==> src/rtl/nib4_pkg.sv <==
package nib4_pkg;
  localparam int DATA_W = 4;
  localparam int REG_AW = 4;
  localparam int PC_W   = 5;
  localparam int WORD_W = 16;
  localparam int FLAG_N = 4;

  localparam int FLAG_GT   = 0;
  localparam int FLAG_LT   = 1;
  localparam int FLAG_EQ   = 2;
  localparam int FLAG_ZERO = 3;

  typedef enum logic [3:0] {
    OP_NON    = 4'h0, OP_READ  = 4'h1, OP_WRITE = 4'h2, OP_ADD   = 4'h3,
    OP_SUB    = 4'h4, OP_MUL   = 4'h5, OP_BOR   = 4'h6, OP_BAND  = 4'h7,
    OP_BXOR   = 4'h8, OP_BNOT  = 4'h9, OP_JMP   = 4'hA, OP_JMPIF = 4'hB,
    OP_JMPIFN = 4'hC, OP_SWAP  = 4'hD, OP_HALT  = 4'hE, OP_SPARE = 4'hF
  } opcode_e;

  function automatic logic is_alu_op(opcode_e op);
    return (op >= OP_ADD) && (op <= OP_BNOT);
  endfunction

  function automatic logic is_pc_redirect(opcode_e op);
    return (op == OP_JMP) || (op == OP_JMPIF) || (op == OP_JMPIFN) || (op == OP_HALT);
  endfunction
endpackage

==> src/rtl/nib4_rom.sv <==
module nib4_rom
  import nib4_pkg::*;
#(
  parameter int AW = PC_W,
  parameter int W  = WORD_W
) (
  input  logic          clk,
  input  logic          we,
  input  logic [AW-1:0] waddr,
  input  logic [W-1:0]  wdata,
  input  logic [AW-1:0] raddr,
  output logic [W-1:0]  rdata
);
  localparam int DEPTH = 1 << AW;
  logic [W-1:0] mem_q [DEPTH];

  always_ff @(posedge clk) begin
    if (we) mem_q[waddr] <= wdata;
  end

  assign rdata = mem_q[raddr];
endmodule

==> src/rtl/nib4_regfile.sv <==
module nib4_regfile
  import nib4_pkg::*;
#(
  parameter int DW = DATA_W,
  parameter int AW = REG_AW
) (
  input  logic          clk,
  input  logic          rst,
  input  logic          we,
  input  logic [AW-1:0] waddr,
  input  logic [DW-1:0] wdata,
  input  logic [AW-1:0] ra_addr,
  output logic [DW-1:0] ra_data,
  input  logic [AW-1:0] rb_addr,
  output logic [DW-1:0] rb_data,
  input  logic [AW-1:0] rd_addr,
  output logic [DW-1:0] rd_data
);
  localparam int DEPTH = 1 << AW;
  logic [DW-1:0] cell_q [DEPTH];

  for (genvar g = 0; g < DEPTH; g++) begin : g_cell
    always_ff @(posedge clk) begin
      if (rst)                                 cell_q[g] <= '0;
      else if (we && (waddr == AW'(g)))        cell_q[g] <= wdata;
    end
  end

  assign ra_data = cell_q[ra_addr];
  assign rb_data = cell_q[rb_addr];
  assign rd_data = cell_q[rd_addr];
endmodule

==> src/rtl/nib4_alu.sv <==
module nib4_alu
  import nib4_pkg::*;
#(
  parameter int DW = DATA_W
) (
  input  opcode_e         op,
  input  logic [DW-1:0]   a,
  input  logic [DW-1:0]   b,
  output logic [DW-1:0]   lo,
  output logic [DW-1:0]   hi,
  output logic [FLAG_N-1:0] flags
);
  localparam int PW = 2 * DW;
  logic [PW-1:0] wide;

  always_comb begin
    case (op)
      OP_ADD:  wide = PW'(a) + PW'(b);
      OP_SUB:  wide = PW'(a) - PW'(b);
      OP_MUL:  wide = PW'(a) * PW'(b);
      OP_BOR:  wide = PW'(a | b);
      OP_BAND: wide = PW'(a & b);
      OP_BXOR: wide = PW'(a ^ b);
      OP_BNOT: wide = PW'(~a);
      default: wide = '0;
    endcase
    lo = wide[DW-1:0];
    hi = wide[PW-1:DW];
    flags            = '0;
    flags[FLAG_GT]   = a > b;
    flags[FLAG_LT]   = a < b;
    flags[FLAG_EQ]   = a == b;
    flags[FLAG_ZERO] = lo == '0;
  end
endmodule

==> src/rtl/nib4_core.sv <==
module nib4_core
  import nib4_pkg::*;
#(
  parameter int DW  = DATA_W,
  parameter int RAW = REG_AW,
  parameter int PW  = PC_W,
  parameter int IW  = WORD_W
) (
  input  logic           clk,
  input  logic           rst,
  input  logic           rom_we,
  input  logic [PW-1:0]  rom_addr,
  input  logic [IW-1:0]  rom_data,
  output logic           halted,
  input  logic [RAW-1:0] dbg_addr,
  output logic [DW-1:0]  dbg_data
);
  logic [PW-1:0]     pc_q, pc_n;
  logic [DW-1:0]     pbus_q, pbus_n, sbus_q, sbus_n, ebus_q, ebus_n;
  logic [FLAG_N-1:0] flags_q, flags_n;
  logic              halted_q, halt_n;
  logic [IW-1:0]     word;

  // decoded fields
  opcode_e           op;
  logic [RAW-1:0]    arg1, arg2;
  logic [DW-1:0]     imm;
  logic [PW-1:0]     tgt;
  logic [1:0]        csel, wsel;
  logic              rsel;

  // named events for checking
  logic              exec_en, alu_fire, branch_taken, wr_en;
  logic [DW-1:0]     opa, opb, alu_lo, alu_hi, wr_data;
  logic [FLAG_N-1:0] alu_flags;

  nib4_rom #(.AW(PW), .W(IW)) rom_i (
    .clk(clk), .we(rom_we), .waddr(rom_addr), .wdata(rom_data),
    .raddr(pc_q), .rdata(word)
  );

  assign op   = opcode_e'(word[15:12]);
  assign arg1 = word[11:8];
  assign arg2 = word[7:4];
  assign imm  = word[3:0];
  assign tgt  = word[11:7];
  assign csel = word[6:5];
  assign wsel = word[5:4];
  assign rsel = word[4];

  assign exec_en  = !halted_q;
  assign alu_fire = exec_en && is_alu_op(op);

  nib4_regfile #(.DW(DW), .AW(RAW)) rf_i (
    .clk(clk), .rst(rst), .we(wr_en && exec_en), .waddr(arg1), .wdata(wr_data),
    .ra_addr(arg1), .ra_data(opa), .rb_addr(arg2), .rb_data(opb),
    .rd_addr(dbg_addr), .rd_data(dbg_data)
  );

  nib4_alu #(.DW(DW)) alu_i (
    .op(op), .a(opa), .b(opb), .lo(alu_lo), .hi(alu_hi), .flags(alu_flags)
  );

  always_comb begin
    pc_n         = pc_q + 1'b1;
    pbus_n       = pbus_q;
    sbus_n       = sbus_q;
    ebus_n       = ebus_q;
    flags_n      = flags_q;
    halt_n       = halted_q;
    wr_en        = 1'b0;
    wr_data      = pbus_q;
    branch_taken = 1'b0;
    case (op)
      OP_READ: begin
        if (rsel) sbus_n = opa;
        else      pbus_n = opa;
      end
      OP_WRITE: begin
        wr_en = 1'b1;
        case (wsel)
          2'b00:   wr_data = pbus_q;
          2'b01:   wr_data = sbus_q;
          2'b10:   wr_data = ebus_q;
          default: wr_data = imm;
        endcase
      end
      OP_ADD, OP_SUB, OP_MUL, OP_BOR, OP_BAND, OP_BXOR, OP_BNOT: begin
        pbus_n  = alu_lo;
        flags_n = alu_flags;
        if (op == OP_MUL) ebus_n = alu_hi;
      end
      OP_JMP:    branch_taken = 1'b1;
      OP_JMPIF:  branch_taken = flags_q[csel];
      OP_JMPIFN: branch_taken = !flags_q[csel];
      OP_SWAP: begin
        pbus_n = sbus_q;
        sbus_n = pbus_q;
      end
      OP_HALT: begin
        halt_n = 1'b1;
        pc_n   = pc_q;
      end
      default: ;
    endcase
    if (branch_taken) pc_n = tgt;
  end

  always_ff @(posedge clk) begin
    if (rst) begin
      pc_q     <= '0;
      pbus_q   <= '0;
      sbus_q   <= '0;
      ebus_q   <= '0;
      flags_q  <= '0;
      halted_q <= 1'b0;
    end else if (exec_en) begin
      pc_q     <= pc_n;
      pbus_q   <= pbus_n;
      sbus_q   <= sbus_n;
      ebus_q   <= ebus_n;
      flags_q  <= flags_n;
      halted_q <= halt_n;
    end
  end

  assign halted = halted_q;
endmodule

==> config.mk <==
export PLATFORM = sky130hd
export DESIGN_NAME = nib4_core
export DESIGN_NICKNAME = d
export VERILOG_FILES = /design/src/rtl/nib4_pkg.sv /design/src/rtl/nib4_rom.sv /design/src/rtl/nib4_regfile.sv /design/src/rtl/nib4_alu.sv /design/src/rtl/nib4_core.sv
export SDC_FILE = /design/constraint.sdc
export NUM_CORES = 1
export LEC_CHECK = 0
export ABC_CLOCK_PERIOD_IN_PS = 7450
export CAP_MARGIN = 0
export CORE_ASPECT_RATIO = 1.5
export CORE_MARGIN = 5
export CORE_UTILIZATION = 50
export DETAILED_ROUTE_END_ITERATION = 10
export DONT_BUFFER_PORTS = 1
export SYNTH_ARGS = -nofsm -noshare
export SYNTH_HDL_FRONTEND = slang
export SYNTH_HIERARCHICAL = 1
export SYNTH_SLANG_ARGS = --single-unit
==> constraint.sdc <==
create_clock -name clk -period 7.45 [get_ports clk]
set_input_delay 0.745 -clock clk [delete_from_list [all_inputs] [get_ports clk]]
set_output_delay 0.745 -clock clk [all_outputs]
set_load 0.005 [all_outputs]
* Word-level counts from Yosys, hierarchy flattened
Memory sizes are Yosys's and may differ from the RTL's. A register that Yosys moved wholly into a read port is not among the register bits.
Cells that the tools add are included.
** Storage, ports and cells
- Flip-flop bits (word level) :: 22
- RAM bits :: 576
- Output and inout bits :: 5
- Memories kept :: 2
** Memory list
- rom_i.mem_q :: depth 32, bits a word 16, rd ports 1, clocked after memory_dff 1, wr ports 1, RTL line nib4_rom.sv:15 : logic [W-1:0] mem_q [DEPTH];
- rf_i.cell_q :: depth 16, bits a word 4, rd ports 3, clocked after memory_dff 0, wr ports 16, RTL line nib4_regfile.sv:20 : logic [DW-1:0] cell_q [DEPTH];
** Cells by class
- Add/sub/neg operators :: 3
- $mul :: 1
- Order comparisons :: 3
- Eq/ne operators :: 35
- Muxes and demuxes :: 85
- Bitwise logic cells :: 21
- Reductions and logical operators :: 30
** Operators with widths (count)
- $mux W4 :: 19
- $eq A4 B4 Y1 const B :: 15
- $mux W1 :: 56
- $pmux W8 S7 :: 1
- $eq A4 B3 Y1 const B :: 8
- $pmux W4 S3 :: 2
- $mux W5 :: 4
- $logic_and A1 B1 Y1 :: 17
- $eq A4 B2 Y1 const B :: 4
- $or A1 B1 Y1 :: 16
- $reduce_and A3 Y1 :: 3
- $eq A4 B1 Y1 const B :: 2
- $logic_not A4 Y1 :: 2
- $mul A4 B4 Y8 :: 1
- $not A4 Y8 :: 1
- $pmux W4 S2 :: 1
- $reduce_or A7 Y1 :: 1
- $add A4 B4 Y5 :: 1
- $add A5 B1 Y5 const B :: 1
- $sub A4 B4 Y5 :: 1
- $and A4 B4 Y4 :: 1
- $eq A4 B4 Y1 :: 1
- $gt A4 B4 Y1 :: 1
- $lt A4 B4 Y1 :: 1
- other kinds (15) :: 18

* Logic depth before layout (Yosys ltp)
Gate-level depths: netlist (run 1).
- Depth after elaboration :: 8
- Gate-level depth with buffers :: 27

* Modules after synthesis
The synthesis (run 1) kept the hierarchy.
** Modules (own cells, without submodules)
- nib4_rom :: instances 1, cells an instance 1127, area an instance 20215.6 sq um, seq. area each 15374.7 sq um
- nib4_regfile :: instances 1, cells an instance 299, area an instance 4095.2 sq um, seq. area each 1921.8 sq um
- nib4_core :: instances 1, cells an instance 156, area an instance 1335.0 sq um, seq. area each 440.4 sq um
- nib4_alu :: instances 1, cells an instance 150, area an instance 1118.6 sq um, seq. area each 0.0 sq um

* Worst setup path after synthesis (run 1)
No wires, ideal clock.
- Path kind :: reg2reg
- Start :: register, netlist name pc_q[0]
- End :: register ebus_q[3]
- Setup time :: 128 ps
- Data arrival time :: 5094 ps
- Slack :: 2228 ps
- Stages on the path, launching flop included :: 26
- Buffers on the path :: 6
- Period minus slack after synthesis :: 5222 ps
- Cells stage by stage :: dfxtp_1 buf_4 buf_12 buf_12 buf_12 mux2i_1 a22oi_1 nand4_1 nand3_1 buf_4 buf_6 mux4_2 a22oi_1 nand3_1 nand2_1 fa_1 inv_1 fa_1 ha_1 a21o_1 a21oi_1 o21bai_1 mux2i_1 or3_1 mux2i_1 nor2_1
** RTL lines
- end signal: assignment :: RTL line nib4_core.sv:121 : ebus_q <= ebus_n;
- end: declaration :: RTL line nib4_core.sv:19 : logic [DW-1:0] pbus_q, pbus_n, sbus_q, sbus_n, ebus_q, ebus_n;

==> results of run 1 <==
## routing by layer
layer | up-vias | wire (µm) | global-route usage | part of all wire
met3 | 137 | 3610 | 0.0321 | 0.054
met5 | - | 0 | 0 | 0
li1 | 6858 | - | - | -
met2 | 515 | 36000 | 0.416 | 0.54
met1 | 7789 | 24800 | 0.274 | 0.37
met4 | 0 | 2510 | 0.0804 | 0.037
## where the power goes
group | switching, W | internal, W | total (W)
registers | 0.000108 | 0.00378 | 0.00389
logic | 0.00302 | 0.00191 | 0.00493
clock network | 0.00125 | 0.00173 | 0.00298
## cell usage in the layout, fill, tap and decap left out, types with 5 or more instances in the layout
master	n
a211o_1	5
a211oi_1	5
a21oi_1	45
a22o_1	32
a22oi_1	84
a31oi_1	27
and2_1	66
buf_4	65
bufinv_16	10
clkbuf_16	56
clkinv_1	12
clkinv_2	12
dfxtp_1	21
edfxtp_1	576
fa_1	6
ha_1	25
inv_1	27
mux2i_1	266
mux4_2	50
nand2_1	65
nand2b_1	7
nand3_1	69
nand3b_1	12
nand4_1	16
nor2_1	78
nor2_2	7
nor2b_1	11
nor3_1	21
o211ai_1	6
o21ai_0	11
o21bai_1	19
## how the worst min path moves through the flow
stage,end,slack [ns],cells past startpoint
after floorplan,flags_q[2]$_SDFFE_PP0P_,0.45,2
after global placement,flags_q[1]$_SDFFE_PP0P_,0.46,2
after detailed placement,flags_q[2]$_SDFFE_PP0P_,0.47,2
after CTS,ebus_q[3]$_SDFFE_PP0P_,0.19,1
after global routing,rom_i/mem_q[2][3]$_DFFE_PP_,0.19,0
final,ebus_q[3]$_SDFFE_PP0P_,0.21,1
## through the flow
stage                     cells  hold WS (ns)  instance area [µm²]
final                      2493         0.212                29400
after global routing       2492         0.194                29400
after CTS                  2492         0.186                29400
after detailed placement   2388         0.471                27500
after global placement     2388         0.457                27500
after floorplan            1732         0.451                26800
## final cells by class
class	count	area [µm²]
Multi-Input combinational cell	1004	8240
Timing Repair Buffer	69	568
Inverter	28	105
Fill cell	4294	23900
Tap cell	689	862
Clock inverter	44	500
Antenna cell	1	2.50
Sequential cell	598	17700
Clock buffer	60	1420
## logic make-up (layout without fill, tap and decap cells)
| family | after synthesis | in the layout | synth area share |
|---|---|---|---|
| adder cells (fa/ha/maj) | 31 | 31 | 0.0162 |
| buffers and inverters | 130 | 201 | 0.0312 |
| multiplexers | 321 | 321 | 0.144 |
| flip-flops | 598 | 598 | 0.663 |
| XOR/XNOR | 6 | 6 | 0.00196 |
| other | 0 | 1 | 0 |
| AO/OA/AOI/OAI | 256 | 256 | 0.0678 |
| AND/OR/NAND/NOR | 390 | 390 | 0.0763 |
## synth_stat cells, drive strengths merged, types with 22 or more instances
library cell    n  area [µm²]
a21oi          45         225
a22o           32         280
a22oi          84         631
a31oi          27         169
and2           67         419
buf            69         606
clkbuf         33         125
dfxtp          22         440
edfxtp        576       17300
ha             25         313
inv            27         101
mux2i         266        2660
mux4           50        1130
nand2          65         244
nand3          69         345
nor2           86         333
## sequential cells by signal (all words and copies together), names as in the netlist
register and count:
rom_i/mem_q 512, halted 1, pbus_q 4, flags_q 4, rf_i/cell_q 64, sbus_q 4, pc_q 5, ebus_q 4
## critical path: stages (launching register included)
cell	delay, ns
dfxtp_1	0.53
nor2b_4	0.75
buf_4	0.37
a22o_1	0.16
nor3_1	0.05
a31oi_1	0.33
nand3_1	0.12
buf_4	0.29
mux4_2	0.49
a22oi_1	0.41
nand3_1	0.25
ha_1	0.28
ha_1	0.22
fa_1	0.53
inv_1	0.07
fa_1	0.55
o22a_1	0.16
o211ai_1	0.08
a211o_1	0.32
nor4_2	0.13
nand3_1	0.10
a21oi_1	0.14
==> run metrics, run 1 <==
crit end category register; DR DRC count 0; setup ws final 1.02 ns; final design utilization 0.552; Inserted Clock Buffers 56; outcome finished clean; Area Overhead vs Synth 9.99%; final total power 0.0118 W; max_slew headroom 0.267; Post-synth ARST share 0; unrepaired setup endpoints after global routing false; net count reported at finish 1816; Vias 15300; hold_sp rst; global-route wire length before repair 99.2 mm; register bit total from synthesis 598; critical path startpoint pc_q[1]$_SDFFE_PP0P_; Vias/cell 6.14; syn nets 1791; Initial Util 0.502; post-DP HPWL 43.5 mm; Critical Path End flags_q[3]$_SDFFE_PP0P_; Pwr Density 401 mW/mm²; RR Endpoint flags_q[3]$_SDFFE_PP0P_; placer congestion estimate 0.906; die area 0.0584 mm²; worst reg2reg path startpoint pc_q[1]$_SDFFE_PP0P_; register area share after synthesis 0.663; Leak 9.91 nW; CTS tree yes; Setup Viol. Count Final 0; num rows 104; max-cap violations 0; CP Data Required Time 7.99 ns; internal reg-to-reg setup slack 1.02 ns; Synth Area per Inst 15.5 µm²; # IOs 33; period utilisation layout 0.863; First-pass DRT Iterations 7; Synth Flop Type edfxtp_1; Worst IR Drop VDD 0.000494 V; DP Worst Slack 1.08 ns; TritonCTS Sinks 598; largest net degree at the start of global routing 50; die height 293 µm; H-tree levels 2; number of flops mapped to enable cells by yosys 576; CTS Buffer Depth 3; Reg2Reg Depth 21; max-slew violations 0; initial antenna violation count 0; minimum clock period 6.43 ns; total grt overflow 0; CP Launch Type register; CTS resizes 0; share of post-route cells with drive strength above 1 0.132; Port Buf Inserts 0; clock-pin slew on the worst setup and hold paths 0.07 ns; Skew-Pair Late Insertion Delay 0.61 ns; final wirelength 66.9 mm; Max Clock Freq 156 MHz; Mapped Cells 1732; Crit Path Class register to register; GRT Total Usage 0.228; final hold violation count 0; first-iteration detailed-routing DRC count 1201; Root Driver clkbuf_16; CTS hold repair buffers 0; worst slew pin tran 1.10 ns; vias in the first global route 15300; crit path DAT 6.97 ns; core area 0.0534 mm²; Final TNS setup 0 ns; ANT nets after route 0; Die Wd 199 µm; post-synth cell types 71; Ys Warns 6; post-synthesis cell area 0.0268 mm²; worst-path fanout max 24; worst clock skew 0.0223 ns; setup repair bufs after CTS 0; average wire per standard cell 26.8 µm; HP Class primary input to register
Power figures use the tool's default switching activity.
==> inputs of run 2 (changes only) <==
--- a/config.mk
+++ b/config.mk
@@ -5,13 +5,14 @@
 export SDC_FILE = /design/constraint.sdc
 export NUM_CORES = 1
 export LEC_CHECK = 0
-export ABC_CLOCK_PERIOD_IN_PS = 7450
+export ABC_CLOCK_PERIOD_IN_PS = 7650
 export CAP_MARGIN = 0
 export CORE_ASPECT_RATIO = 1.5
 export CORE_MARGIN = 5
 export CORE_UTILIZATION = 50
 export DETAILED_ROUTE_END_ITERATION = 10
 export DONT_BUFFER_PORTS = 1
+export GPL_TIMING_DRIVEN = 0
 export SYNTH_ARGS = -nofsm -noshare
 export SYNTH_HDL_FRONTEND = slang
 export SYNTH_HIERARCHICAL = 1
==> constraint.sdc (replaced) <==
create_clock -name clk -period 7.65 [get_ports clk]
set_input_delay 0.765 -clock clk [delete_from_list [all_inputs] [get_ports clk]]
set_output_delay 0.765 -clock clk [all_outputs]
set_load 0.005 [all_outputs]
==> run metrics, run 2 (same netlist as run 1, synthesis figures left out) <==
outcome finished clean; ANT nets after route 0; crit end category register; CTS hold repair buffers 0; routing usage on met3 0.0287; most frequent CP cell nand3_1; TritonCTS Sinks 598; total grt overflow 0; global-route wire length before repair 99.1 mm; worst clock skew 0.0308 ns; H-tree levels 2; Skew-Pair Late Insertion Delay 0.60 ns; average wire per standard cell 27.0 µm; # IOs 33; post-DP HPWL 48.0 mm; CP cell instances nor2b_1 -> buf_4 -> buf_2 -> a22o_1 -> nor3_1 -> a31oi_1 -> nand3_1 -> clkbuf_1 -> buf_2 -> mux4_2 -> a22oi_1 -> nand3_1 -> ha_1 -> ha_1 -> fa_1 -> inv_1 -> fa_1 -> o22a_1 -> o211ai_1 -> a211o_1 -> nor4_2 -> nand3_1 -> a21oi_1; Inserted Clock Buffers 53; Port Buf Inserts 0; CP Launch Type register; Cells after DPL 2437; initial antenna violation count 0; CTS Buffer Depth 3; CP Data Required Time 8.16 ns; Vias 15300; Pwr Density 387 mW/mm²; crit path DAT 7.90 ns; RR Endpoint flags_q[3]$_SDFFE_PP0P_; Final TNS setup 0 ns; CTS resizes 0; final wirelength 68.5 mm; kind of cell adding the most delay to the critical path adder cells; Root Driver clkbuf_16; clock-pin slew on the worst setup and hold paths 0.06 ns; share of post-route cells with drive strength above 1 0.139; max-cap violations 0; Max Clock Freq 135 MHz; top flop regs rom_i/mem_q: 512 flops, rf_i/cell_q: 64 flops, pc_q: 5 flops; Top Usage Layer GRT met2; setup repair bufs after CTS 0; Hold Path Stages 1; minimum clock period 7.39 ns; die height 293 µm; grt met1 use 0.264; largest net degree at the start of global routing 33; Vias/cell 6.03; Buf/Inv on CP 5; core area 0.0534 mm²; CTS tree yes; first-iteration detailed-routing DRC count 1020; Reg with most FFs rom_i/mem_q; slowest stage delay, CP 0.59 ns; Hold EP pbus_q[3]$_SDFFE_PP0P_; Setup Viol. Count Final 0; Cell Count, Final, Fillers Out 2536; unrepaired setup endpoints after global routing false; Die Wd 199 µm; net count reported at finish 1862; hold_sp rst; CP max stage cell dfxtp_1; GRT Total Usage 0.231; Area Overhead vs Synth 10.7%; WHS 0.258 ns; Worst IR Drop VDD 0.000578 V; max reg flops 512; commonest non-fill, non-tap cell in the layout edfxtp_1; most frequent cells in the layout 576 x edfxtp_1, 266 x mux2i_1, 84 x a22oi_1; First-pass DRT Iterations 5; final hold violation count 0; period utilisation layout 0.966; max_slew headroom 0.284; placer congestion estimate 0.912; die area 0.0584 mm²; Leak 9.94 nW; internal reg-to-reg setup slack 0.26 ns; HP Class primary input to register; num rows 104; worst slew pin tran 1.07 ns; n_diodes 0; max-slew violations 0; vias in the first global route 15400; Crit Path Class register to register; worst reg2reg path startpoint pc_q[2]$_SDFFE_PP0P_; final total power 0.0115 W; DR DRC count 0; Reg2Reg Depth 23; worst-path fanout max 10; Initial Util 0.502; M2 GR Usage 0.435
-- run 2: cell count changes in the layout (fill, tap and decap cells not counted), moves of 5 or more --
cell and delta:
buf_2 +23, buf_4 -40, buf_6 +11, buf_8 +20
bufinv_16 -5, clkbuf_1 +38, nor2_1 -24, nor2_2 +24
-- run 2: how the worst max path moves through the flow --
stage / slack, ns / endpoint / cells past startpoint / from
6_report: 0.26 / flags_q[3]$_SDFFE_PP0P_ / 23 / pc_q[2]$_SDFFE_PP0P_
4_1_cts: 0.29 / flags_q[3]$_SDFFE_PP0P_ / 23 / pc_q[2]$_SDFFE_PP0P_
3_3_place_gp: 0.42 / flags_q[3]$_SDFFE_PP0P_ / 23 / pc_q[2]$_SDFFE_PP0P_
5_1_grt: 0.16 / flags_q[3]$_SDFFE_PP0P_ / 23 / pc_q[2]$_SDFFE_PP0P_
2_1_floorplan: 2.43 / ebus_q[3]$_SDFFE_PP0P_ / 25 / pc_q[0]$_SDFFE_PP0P_
3_5_place_dp: 0.31 / flags_q[3]$_SDFFE_PP0P_ / 23 / pc_q[2]$_SDFFE_PP0P_
-- run 2: per-stage QoR --
stage	setup WS [ns]	util	area (µm²)
final	0.260	0.555	29600
after global routing	0.160	0.555	29600
after global placement	0.424	0.518	27600
after CTS	0.289	0.555	29600
after floorplan	2.43	-	26800
after detailed placement	0.309	0.523	27900
-- run 2: cell type report --
| cell class | instances | area [µm²] |
|---|---|---|
| plain buffers | 102 | 731 |
| clock buffers | 63 | 1360 |
| clock inverters | 36 | 329 |
| fillers | 4327 | 23700 |
| inverters | 28 | 105 |
| multi-input cells | 1004 | 8270 |
| flip-flops and latches | 598 | 17700 |
| well taps | 689 | 862 |
| repair buffers | 16 | 225 |
-- run 2: where the power goes --
part	total [W]	switching, W	internal (W)
combinational	0.00512	0.00318	0.00195
sequential	0.00374	0.0000595	0.00368
clock	0.00260	0.00115	0.00145
-- run 2: layer usage --
| metal | part of all wire | vias up |
|---|---|---|
| li1 | - | 6942 |
| met1 | 0.36 | 7770 |
| met2 | 0.55 | 468 |
| met3 | 0.044 | 124 |
| met4 | 0.046 | 0 |
| met5 | 0 | - |
==> inputs of run 3 (changes only) <==
--- a/config.mk
+++ b/config.mk
@@ -15,5 +15,4 @@
 export GPL_TIMING_DRIVEN = 0
 export SYNTH_ARGS = -nofsm -noshare
 export SYNTH_HDL_FRONTEND = slang
-export SYNTH_HIERARCHICAL = 1
 export SYNTH_SLANG_ARGS = --single-unit
==> run metrics, run 3 <==
max reg flops 512; period utilisation layout 0.955; placer congestion estimate 0.856; Area Overhead vs Synth 11.7%; Post-synth ARST share 0; minimum clock period 7.31 ns; Commonest cells post-synth 576 x edfxtp_1, 149 x mux4_2, 146 x nor2_1; Final TNS setup 0 ns; commonest non-fill, non-tap cell in the layout edfxtp_1; outcome finished clean; post-synthesis cell area 0.0267 mm²; Die Wd 199 µm; share of post-route cells with drive strength above 1 0.230; average wire per standard cell 30.4 µm; Root Driver clkbuf_16; final total power 0.0125 W; Port Buf Inserts 0; Skew-Pair Late Insertion Delay 0.58 ns; final hold violation count 0; CP Data Required Time 8.07 ns; dominant cell type by area after synthesis edfxtp_1; Inserted Clock Buffers 54; number of flops mapped to enable cells by yosys 576; largest net degree at the start of global routing 33; Initial Util 0.506; CTS tree yes; max_slew headroom 0.116; post-DP HPWL 45.0 mm; final wirelength 69.5 mm; Setup Viol. Count Final 0; max-slew violations 0; max-cap violations 0; global-route wire length before repair 100 mm; total grt overflow 0; cell with the most instances after synthesis edfxtp_1; Hold EP rom_i.mem_q[26][0]$_DFFE_PP_; crit end category register; worst-path fanout max 10; unrepaired setup endpoints after global routing false; worst clock skew 0.0257 ns; post-synth cell types 72; TritonCTS Sinks 603; HP Class primary input to register; register area share after synthesis 0.668; num rows 103; hold_sp rom_data[0]; H-tree levels 2; First-pass DRT Iterations 5; Max Clock Freq 137 MHz; Yosys top cell area share 0.648; register bit total from synthesis 603; Vias 14300; core area 0.0527 mm²; Synth Flop Type edfxtp_1; n_diodes 0; syn nets 1554; most frequent cells in the layout 576 x edfxtp_1, 149 x mux4_2, 124 x mux2i_1; Mapped Cells 1495; Hold Path Stages 0; internal reg-to-reg setup slack 0.34 ns; die area 0.0582 mm²; Worst IR Drop VDD 0.000429 V; # IOs 33; top flop regs rom_i.mem_q: 512 flops, rf_i.cell_q: 64 flops, pc_q: 5 flops; Leak 9.68 nW; setup repair bufs after CTS 0; Reg with most FFs rom_i.mem_q; die height 293 µm; CP Launch Type register; crit path DAT 7.73 ns; CTS Buffer Depth 3; top post-synthesis cells by area edfxtp_1 65%, mux4_2 13%, mux2i_1 4.7%; DR DRC count 0; Vias/cell 6.24; Crit Path Class register to register; initial antenna violation count 0; Synth Area per Inst 17.8 µm²; net count reported at finish 1617; first-iteration detailed-routing DRC count 1178; GRT Total Usage 0.239; Pwr Density 419 mW/mm²; clock-pin slew on the worst setup and hold paths 0.06 ns; ANT nets after route 0; worst slew pin tran 1.31 ns; vias in the first global route 14900; Reg2Reg Depth 23; Ys Warns 0; RR Endpoint pbus_q[3]$_SDFFE_PP0P_
==> run 3: cell count changes after synthesis, sizes merged, moves of 16 or more <==
cell and delta:
a31oi -22, a22oi -76, and2 -65, a22o -31
a21o +16, a21oi -26, mux2i -135, o22ai +20
mux4 +110, buf -16, nand3 -56, nor2 +60
a41oi +16, o21bai -16
==> run 3: through the flow <==
step	instances	util	worst slack (ns)	area, µm²	hold slack (ns)
floorplan	1495	-	2.12	26700	0.460
detailed placement	2184	0.530	0.0115	27900	0.498
global placement	2177	0.522	0.0328	27500	0.476
global route	2282	0.566	0.0452	29800	0.250
finish	2282	0.566	0.342	29800	0.276
CTS	2282	0.565	0.0448	29800	0.244
==> run 3: cells by family (layout without fill, tap and decap cells) <==
kind of cell,Yosys count,after routing,synth area share
flops,603,603,0.668
xor+xnor,8,8,0.00263
fa+ha+maj,31,31,0.0162
mux,295,295,0.189
buf+inv,123,228,0.0293
simple gates,293,293,0.0528
compound gates,142,142,0.0412
==> run 3: power breakdown <==
part,internal [W],switching [W]
logic,0.00237,0.00346
clock network,0.00168,0.00118
registers,0.00373,0.0000698
total,0.00778,0.00471
==> run 3: repair_timing <==
action / 4_1_cts / 5_1_grt
setup endpoints to repair: 1 / 3
hold buffers: 0 / 0
resized for setup: 1 / 4
==> run 3: how the worst max path moves through the flow <==
stage,from,slack (ns),end
finish,register,0.34,pbus_q[3]$_SDFFE_PP0P_
global route,register,0.05,pbus_q[3]$_SDFFE_PP0P_
CTS,register,0.04,pbus_q[3]$_SDFFE_PP0P_
detailed placement,register,0.01,pbus_q[3]$_SDFFE_PP0P_
global placement,register,0.03,pbus_q[3]$_SDFFE_PP0P_
floorplan,register,2.12,pbus_q[3]$_SDFFE_PP0P_
==> run 3: worst max-delay path, stage by stage, from the launching register on <==
cell	delay, ns
dfxtp_1	0.35
buf_2	0.31
buf_4	0.27
buf_2	0.33
buf_2	0.44
clkbuf_4	0.43
mux2i_4	0.52
buf_2	0.44
buf_2	0.46
mux2i_1	0.23
mux2i_1	0.15
mux2i_1	0.48
nand2_1	0.15
fa_1	0.51
inv_1	0.05
fa_1	0.51
inv_1	0.06
fa_1	0.49
mux2i_1	0.07
mux2i_1	0.18
o22a_1	0.21
o221a_2	0.22
o2111a_1	0.19
nor3_1	0.05
==> run 3: final cells by class <==
cell class / instances / area (µm²)
plain buffers: 81 / 627
clock buffers: 60 / 1400
clock inverters: 38 / 462
fillers: 3999 / 22900
inverters: 42 / 158
multi-input cells: 769 / 8300
flip-flops and latches: 603 / 17800
well taps: 682 / 853
repair buffers: 7 / 178
==> run 3: per-layer routing <==
layer | GRT usage | share of wire
met5 | 0 | 0
met4 | 0.0774 | 0.035
met3 | 0.0311 | 0.050
met2 | 0.428 | 0.53
met1 | 0.302 | 0.38
